[config.mk]
export PLATFORM = sky130hd
export DESIGN_NAME = sport_irq_ctl
export DESIGN_NICKNAME = d
export VERILOG_FILES = /design/src/rtl/sirq_pkg.sv /design/src/rtl/sirq_chan.sv /design/src/rtl/sirq_latch.sv /design/src/rtl/sport_irq_ctl.sv
export SDC_FILE = /design/constraint.sdc
export NUM_CORES = 1
export LEC_CHECK = 0
export ABC_AREA = 1
export BUFFER_PORTS_ARGS = -buffer_cell sky130_fd_sc_hd__buf_2
export CAP_MARGIN = 10
export CORE_ASPECT_RATIO = 1.1
export CORE_MARGIN = 3
export CORE_UTILIZATION = 55
export DETAILED_ROUTE_END_ITERATION = 7
export GPL_TIMING_DRIVEN = 0
export HOLD_SLACK_MARGIN = 0.15
export MAX_ROUTING_LAYER = met4
export PLACE_DENSITY = 0.78
export SYNTH_ARGS = -nofsm -noshare
export SYNTH_HDL_FRONTEND = slang
export SYNTH_SLANG_ARGS = --single-unit
[constraint.sdc]
create_clock -name clk -period 1.4 [get_ports clk]
set_input_delay 0.28 -clock clk [delete_from_list [all_inputs] [get_ports clk]]
set_output_delay 0.28 -clock clk [all_outputs]
set_load 0.05 [all_outputs]
[src/rtl/sirq_pkg.sv]
// Package for the serial-port interrupt controller.
// Holds the per-channel control bundle and the fixed event latency.
package sirq_pkg;

    // Clock edges from the strobe-sampling edge to the latch update (fixed by behaviour).
    localparam int IRQ_LAT = 2;

    // Per-channel control inputs gathered into one bundle.
    typedef struct packed {
        logic en;       // channel enabled
        logic pack;     // two halves form one counted word
        logic wd;       // word-complete strobe
        logic dma_sel;  // DMA mode select
        logic ld;       // counter load strobe
    } chan_ctl_t;

endpackage

[src/rtl/sirq_chan.sv]
// One serial channel: half-word toggle, DMA word counter and event generation.
// Assumes word strobes last one cycle. The event is registered once (evt_d),
// forming the first stage of the two-clock latency to the shared latch.
module sirq_chan
    import sirq_pkg::*;
#(
    parameter int CNT_W = 8
) (
    input  logic             clk,
    input  logic             rst_n,
    input  chan_ctl_t        ctl,
    input  logic [CNT_W-1:0] ld_val,
    output logic             busy,
    output logic             evt,
    output logic             evt_d
);

    localparam logic [CNT_W-1:0] CNT_ONE = CNT_W'(1);

    logic             half_q;
    logic [CNT_W-1:0] cnt_q;
    logic             unit;
    logic             dma_word;
    logic             last_word;

    // A counted word: full word unpacked, or the high half when packing.
    assign unit      = ctl.en && ctl.wd && (!ctl.pack || half_q);
    assign dma_word  = unit && ctl.dma_sel && busy && !ctl.ld;
    assign last_word = dma_word && (cnt_q == CNT_ONE);
    assign evt       = (unit && !ctl.dma_sel) || last_word;

    // Half-word toggle: cleared while disabled or unpacked, flips on each strobe.
    always_ff @(posedge clk) begin
        if (!rst_n || !ctl.en || !ctl.pack) begin
            half_q <= 1'b0;
        end else if (ctl.wd) begin
            half_q <= ~half_q;
        end
    end

    // DMA counter: load, count down per word, stop itself at zero.
    always_ff @(posedge clk) begin
        if (!rst_n) begin
            cnt_q <= '0;
            busy  <= 1'b0;
        end else if (!ctl.dma_sel) begin
            busy  <= 1'b0;
        end else if (ctl.ld) begin
            cnt_q <= ld_val;
            busy  <= (ld_val != '0);
        end else if (dma_word) begin
            cnt_q <= cnt_q - CNT_ONE;
            if (cnt_q == CNT_ONE) begin
                busy <= 1'b0;
            end
        end
    end

    // First latency stage of the event.
    always_ff @(posedge clk) begin
        if (!rst_n) begin
            evt_d <= 1'b0;
        end else begin
            evt_d <= evt;
        end
    end

    assert_busy_count_R6: assert property (@(posedge clk) disable iff (!rst_n)
        busy |-> (cnt_q != '0));

    assert_zero_load_R7: assert property (@(posedge clk) disable iff (!rst_n)
        (ctl.dma_sel && ctl.ld && (ld_val == '0)) |=> !busy);

    assert_pack_half_R3: assert property (@(posedge clk) disable iff (!rst_n)
        (ctl.pack && evt) |-> half_q);

    assert_disabled_quiet_R4: assert property (@(posedge clk) disable iff (!rst_n)
        !ctl.en |-> !evt);

endmodule

[src/rtl/sirq_latch.sv]
// Shared sticky interrupt latch with per-channel source status and output mask.
// Assumes set_vec is already delayed by one stage; a set on the same edge
// as a clear wins so no event is lost.
module sirq_latch #(
    parameter int NCH = 2
) (
    input  logic           clk,
    input  logic           rst_n,
    input  logic [NCH-1:0] set_vec,
    input  logic           clr,
    input  logic           mask,
    output logic           latch,
    output logic [NCH-1:0] stat,
    output logic           irq
);

    // Latch and source bits: set by events, cleared by software.
    always_ff @(posedge clk) begin
        if (!rst_n) begin
            latch <= 1'b0;
            stat  <= '0;
        end else begin
            latch <= (|set_vec) | (latch & ~clr);
            stat  <= set_vec | (stat & {NCH{~clr}});
        end
    end

    assign irq = latch & ~mask;

    assert_latch_hold_R11: assert property (@(posedge clk) disable iff (!rst_n)
        (latch && !clr) |=> latch);

    assert_stat_needs_latch_R10: assert property (@(posedge clk) disable iff (!rst_n)
        (|stat) |-> latch);

endmodule

[src/rtl/sport_irq_ctl.sv]
// Serial-port interrupt and DMA completion controller (top).
// Instantiates one channel slice per data channel, then merges their delayed
// events into a single shared latch and request. Assumes one clock domain.
module sport_irq_ctl
    import sirq_pkg::*;
#(
    parameter int NCH   = 2,
    parameter int CNT_W = 8
) (
    input  logic             clk,
    input  logic             rst_n,
    input  logic [NCH-1:0]   chan_en,
    input  logic             pack_en,
    input  logic [NCH-1:0]   word_done,
    input  logic [NCH-1:0]   dma_sel,
    input  logic [NCH-1:0]   cnt_ld,
    input  logic [CNT_W-1:0] cnt_val,
    input  logic             irq_mask,
    input  logic             latch_clr,
    output logic             irq,
    output logic             irq_latch,
    output logic [NCH-1:0]   src_stat,
    output logic [NCH-1:0]   dma_busy
);

    logic [NCH-1:0] chan_evt;
    logic [NCH-1:0] evt_dly;

    // One slice per channel.
    for (genvar c = 0; c < NCH; c++) begin : g_ch
        chan_ctl_t ctl;
        assign ctl = '{en: chan_en[c], pack: pack_en, wd: word_done[c],
                       dma_sel: dma_sel[c], ld: cnt_ld[c]};
        sirq_chan #(.CNT_W(CNT_W)) u_ch (
            .clk    (clk),
            .rst_n  (rst_n),
            .ctl    (ctl),
            .ld_val (cnt_val),
            .busy   (dma_busy[c]),
            .evt    (chan_evt[c]),
            .evt_d  (evt_dly[c])
        );
    end

    sirq_latch #(.NCH(NCH)) u_lat (
        .clk     (clk),
        .rst_n   (rst_n),
        .set_vec (evt_dly),
        .clr     (latch_clr),
        .mask    (irq_mask),
        .latch   (irq_latch),
        .stat    (src_stat),
        .irq     (irq)
    );

    assert_delay_R2: assert property (@(posedge clk) disable iff (!rst_n)
        $rose(irq_latch) |-> $past(|chan_evt, IRQ_LAT));

    assert_shared_R1: assert property (@(posedge clk) disable iff (!rst_n)
        (|evt_dly) |=> irq_latch);

endmodule

# Yosys cells after proc, flatten, opt, wreduce, memory -nomap -nowiden
# Index checks and enable logic that the tools add are counted.
# classes
add_sub_neg	2
eq_ne	2
mux	10
bitwise	9
reduce_logical	42
# ops
operator	n
$mux W8	4
$eq A8 B1 Y1 const B	2
$sub A8 B1 Y8 const B	2
$logic_and A1 B1 Y1	14
$reduce_and A2 Y1	6
$logic_not A1 Y1	8
$logic_or A1 B1 Y1	8
$reduce_bool A2 Y1	4
$reduce_bool A8 Y1	1
$mux W1	6
$not A1 Y1	4
$and A1 B1 Y1	2
$and A2 B2 Y2	1
$or A2 B2 Y2	1
$reduce_or A2 Y1	1
$or A1 B1 Y1	1
# totals
regBits	25
input_bits	21
out_inout_bits	6
word_cells	75

# Logic depth before layout (Yosys ltp)
# depth
word_depth	8
mapped_depth	9

# By module
# A second synthesis with hierarchy kept.
# hier_totals
hier_cells	260
area_unflattened_um2	1579.0
# modules_own_cells
module	n_inst	cells_each	area_each_um2	seq_area_each_um2
sirq_chan	2	122	733.2	220.2
sirq_latch	1	16	112.6	60.1

# Worst setup path before layout
# Ideal clock, no wire load.
# synth_path
kind	register -> output
from	register u_lat.latch
to	output irq
t_arrival_ns	1.364
t_required_ns	1.120
setup_slack_ns	-0.244
stages_incl_launch_ff	3
cell_sequence	dfxtp_1 inv_1 nor2_1
# synth_between
elab_chain_cells	1
# synth_lines
item	line_no	rtl
from (decl)	sirq_latch.sv:12	output logic latch,
from (signal assigned)	sirq_latch.sv:23	latch <= (|set_vec) | (latch & ~clr);
$and A1 B1 Y1	sirq_latch.sv:28	assign irq = latch & ~mask;
to (decl)	sport_irq_ctl.sv:20	output logic irq,
# Every way passes these cells.

# Worst setup path in the final report
# Same ends and word-level chain as after synthesis.

==> impl_metrics.xml <==
<?xml version="1.0" encoding="UTF-8"?>
<metrics>
  <group name="setup_path">
    <metric name="critical_path.max_fanout" unit="">3</metric>
    <metric name="cpMaxStageDelayCell" unit="">dfxtp_1</metric>
    <metric name="setup.worst_path.start_class" unit="">flop</metric>
    <metric name="crit_path_end_kind" unit="">output port</metric>
    <metric name="regToRegSetupSlack" unit="ps">140</metric>
    <metric name="timing.reg2reg.worst_path_depth" unit="">8</metric>
    <metric name="crit-reg2reg-capture" unit="">g_ch[0].u_ch.cnt_q[2]</metric>
    <metric name="crit-reg2reg-launch" unit="">g_ch[0].u_ch.cnt_q[0]</metric>
    <metric name="cp_data_arrival_time" unit="ps">1050</metric>
    <metric name="critical_path.max_stage_delay" unit="ps">370</metric>
    <metric name="path_cells" unit="">inv_1, nor2_4, clkbuf_4</metric>
    <metric name="criticalPathCategory" unit="">reg -&gt; out</metric>
    <metric name="cp_data_required_time" unit="ps">1120</metric>
  </group>
  <group name="detailed_routing">
    <metric name="post_drt_wl_per_cell" unit="um">11.2</metric>
    <metric name="dr_total_vias" unit="">1531</metric>
    <metric name="routed_wl" unit="um">3440</metric>
    <metric name="remaining_drc_errors" unit="">0</metric>
    <metric name="drt_iter0_drc" unit="">83</metric>
    <metric name="drt_pre_antenna_iters" unit="">4</metric>
    <metric name="route.antenna.remaining_nets" unit="">0</metric>
    <metric name="vias_per_cell" unit="">5.00</metric>
  </group>
  <group name="clock_tree">
    <metric name="cts_setup_buffers" unit="">0</metric>
    <metric name="cts-root-to-sink-buffers" unit="">2</metric>
    <metric name="maximum_level_of_the_cts_h_tree" unit="">1</metric>
    <metric name="cts_made_buffers" unit="">3</metric>
    <metric name="cts_root_buf" unit="">clkbuf_4</metric>
    <metric name="cts.clk_slew.worst_paths" unit="ps">150</metric>
    <metric name="cts_tree" unit="">built</metric>
    <metric name="cts.sinks" unit="">25</metric>
    <metric name="source_to_sink_clock_delay_at_the_later_pin_of_the_worst_skew_pair" unit="ps">320</metric>
  </group>
  <group name="die">
    <metric name="fp.coreArea" unit="um2">2640</metric>
    <metric name="io_count" unit="">27</metric>
    <metric name="die-height" unit="um">62.7</metric>
    <metric name="start_util" unit="%">60.9</metric>
    <metric name="rows" unit="">19</metric>
    <metric name="area_of_the_die" unit="um2">3610</metric>
    <metric name="die_w" unit="um">57.5</metric>
  </group>
  <group name="layout">
    <metric name="stdcell_count" unit="">306</metric>
    <metric name="final_nets" unit="">301</metric>
    <metric name="post-route-util" unit="%">69.1</metric>
    <metric name="final_layout_size_suffix_gt1_share" unit="%">24.4</metric>
    <metric name="synthToLayoutAreaGrowth" unit="%">13.5</metric>
    <metric name="fillerInstances" unit="">248</metric>
    <metric name="antenna-diode-count" unit="">0</metric>
  </group>
  <group name="pwr">
    <metric name="ir_worst_vdd" unit="mV">0.774</metric>
    <metric name="power.density_cell_area" unit="nW/um2">849</metric>
    <metric name="leakagePower" unit="nW">0.861</metric>
  </group>
  <group name="synthesis">
    <metric name="synthDistinctLibCells" unit="">32</metric>
    <metric name="post_syn_nets" unit="">271</metric>
    <metric name="synth.avg_cell_area" unit="um2">6.53</metric>
    <metric name="ys_ff_latch" unit="">25</metric>
    <metric name="post_synth_inst_count" unit="">246</metric>
    <metric name="synth.yosys.seq_area_share" unit="%">31.2</metric>
    <metric name="ys.warnings.count" unit="">0</metric>
    <metric name="syn-cell-area" unit="um2">1610</metric>
  </group>
  <group name="status">
    <metric name="run_status" unit="">complete, no violations</metric>
  </group>
  <group name="placed_design">
    <metric name="finalWeightedCongestion" unit="">0.851</metric>
    <metric name="dpl.cell_count" unit="">302</metric>
    <metric name="buffer_ports.inserted" unit="">25</metric>
    <metric name="dp_hpwl" unit="um">2690</metric>
  </group>
  <group name="sta">
    <metric name="minimum_clock_period" unit="ps">1330</metric>
    <metric name="clock_skew" unit="ps">4.13</metric>
    <metric name="finalSetupTns" unit="ps">0</metric>
    <metric name="worst_slew_pin_slew" unit="ps">528</metric>
    <metric name="worst_hold_slack" unit="ps">181</metric>
    <metric name="report.final.slew_viol_count" unit="">0</metric>
    <metric name="remaining_max_slew_budget_at_the_tightest_pin" unit="%">64.8</metric>
    <metric name="setup-violations-final" unit="">0</metric>
    <metric name="post-route-period-util" unit="%">94.9</metric>
    <metric name="final-hold-violation-count" unit="">0</metric>
    <metric name="max_freq" unit="MHz">753</metric>
  </group>
  <group name="flow_run">
    <metric name="maxCapViolations" unit="">0</metric>
  </group>
  <group name="hold_path">
    <metric name="min-delay-path-class" unit="">in -&gt; reg</metric>
    <metric name="hold_path_end" unit="">g_ch[1].u_ch.half_q</metric>
    <metric name="hold_path_origin" unit="">chan_en[1]</metric>
    <metric name="min_delay_path_depth" unit="">3</metric>
  </group>
  <group name="global_route">
    <metric name="grt_pass1_vias" unit="">1372</metric>
    <metric name="antenna_found_initial" unit="">0</metric>
    <metric name="overflow" unit="">0</metric>
    <metric name="global_route_usage_over_all_layers" unit="%">20.8</metric>
    <metric name="pin_count_of_the_biggest_net_entering_global_routing" unit="">16</metric>
    <metric name="grt_first_pass_wirelength" unit="um">6030</metric>
  </group>
</metrics>
area by class of cell:
class / count / area (um2) / area share (%)
multi-input cells: 176 / 910 / 49.9
flip-flops and latches: 25 / 503 / 27.6
inverters: 37 / 139 / 7.62
repair buffers: 25 / 133 / 7.28
plain buffers: 8 / 70.1 / 3.84
well taps: 31 / 38.8 / 2.13
clock buffers: 3 / 22.5 / 1.24
clock inverters: 1 / 7.51 / 0.412
layer usage:
metal	share of wire, %	global-route usage (%)	vias up
met5	0	-	-
met4	0.35	4.35	0
met3	4.3	2.27	2
met2	44	30.8	39
met1	52	30.1	651
li1	-	-	839
synth_stat cells, drive strengths merged:
| cell type | count | area (um2) |
|---|---|---|
| nand2 | 51 | 219 |
| or2 | 1 | 6.26 |
| nor2 | 43 | 179 |
| a31oi | 1 | 6.26 |
| a21o | 1 | 7.51 |
| nor3b | 1 | 7.51 |
| clkinv | 1 | 3.75 |
| a21oi | 19 | 121 |
| buf | 7 | 66.3 |
| ha | 4 | 50.1 |
| nand4 | 2 | 12.5 |
| inv | 36 | 135 |
| dfxtp | 25 | 500 |
| o21ai | 26 | 138 |
| clkbuf | 1 | 3.75 |
| xnor2 | 1 | 8.76 |
| and3 | 1 | 6.26 |
| nor3 | 4 | 20.0 |
| nand3 | 21 | 115 |
worst max-delay path by stage:
stage	to	slack, ps	cells past startpoint	startpoint
detailed placement	g_ch[0].u_ch.cnt_q[2]	140	8	g_ch[0].u_ch.cnt_q[0]
CTS	irq	20	3	u_lat.latch
global route	irq	-10	3	u_lat.latch
floorplan	irq	70	2	u_lat.latch
finish	irq	70	3	u_lat.latch
global placement	g_ch[0].u_ch.cnt_q[2]	140	8	g_ch[0].u_ch.cnt_q[0]
cell families after synthesis:
family | Yosys count | synth area share (%)
flip-flops | 25 | 31.2
buffers and inverters | 45 | 13.0
AND/OR/NAND/NOR | 124 | 35.2
AO/OA/AOI/OAI | 47 | 17.0
adder cells (fa/ha/maj) | 4 | 3.12
XOR/XNOR | 1 | 0.545
metrics by stage:
stage | total power [W] | setup slack [ps] | area, um2
CTS | 0.00156 | 22.9 | 1810
finish | 0.00155 | 72.1 | 1820
global route | 0.00167 | -10.9 | 1820
global placement | 0.00122 | 140 | 1780
floorplan | 0.00111 | 67.0 | 1610
detailed placement | 0.00122 | 139 | 1780
critical path: cells and delay by family (launching register included):
family / cells / cell delay (ps)
and+or+nand+nor: 1 / 60
buffers and inverters: 2 / 290
DFF: 1 / 370
cells in the final DEF, fill, tap and decap left out, types with 2 or more instances in the layout:
cell type / count
inv_1: 32
nor2_4: 2
clkbuf_4: 6
nand2_1: 43
nand2_4: 2
nor3_1: 4
buf_4: 4
a21oi_2: 4
a21oi_1: 14
nand2_2: 6
inv_2: 4
nand3_1: 19
o21ai_2: 2
ha_1: 3
dfxtp_2: 2
dfxtp_1: 23
nor2_1: 37
nor2_2: 4
buf_2: 23
nand3_2: 2
o21ai_1: 3
nand4_1: 2
o21ai_0: 21
timing repair:
item	CTS	global route
hold endpoints to repair	0	0
setup endpoints to repair	0	5
gates resized for setup	0	8
hold buffers	0	0
flip-flops by register name, indices dropped and copies added, names as in the netlist:
register / count
g_ch.u_ch.busy: 2
g_ch.u_ch.half_q: 2
u_lat.latch: 1
u_lat.stat: 2
g_ch.u_ch.cnt_q: 16
g_ch.u_ch.evt_d: 2
report_power, final:
group | switching, W | internal [W] | leakage, nW
registers | 0.0000373 | 0.000752 | 0.206
clock network | 0.000225 | 0.000109 | 0.0139
logic | 0.000260 | 0.000164 | 0.641
Power figures use the tool's default switching activity.
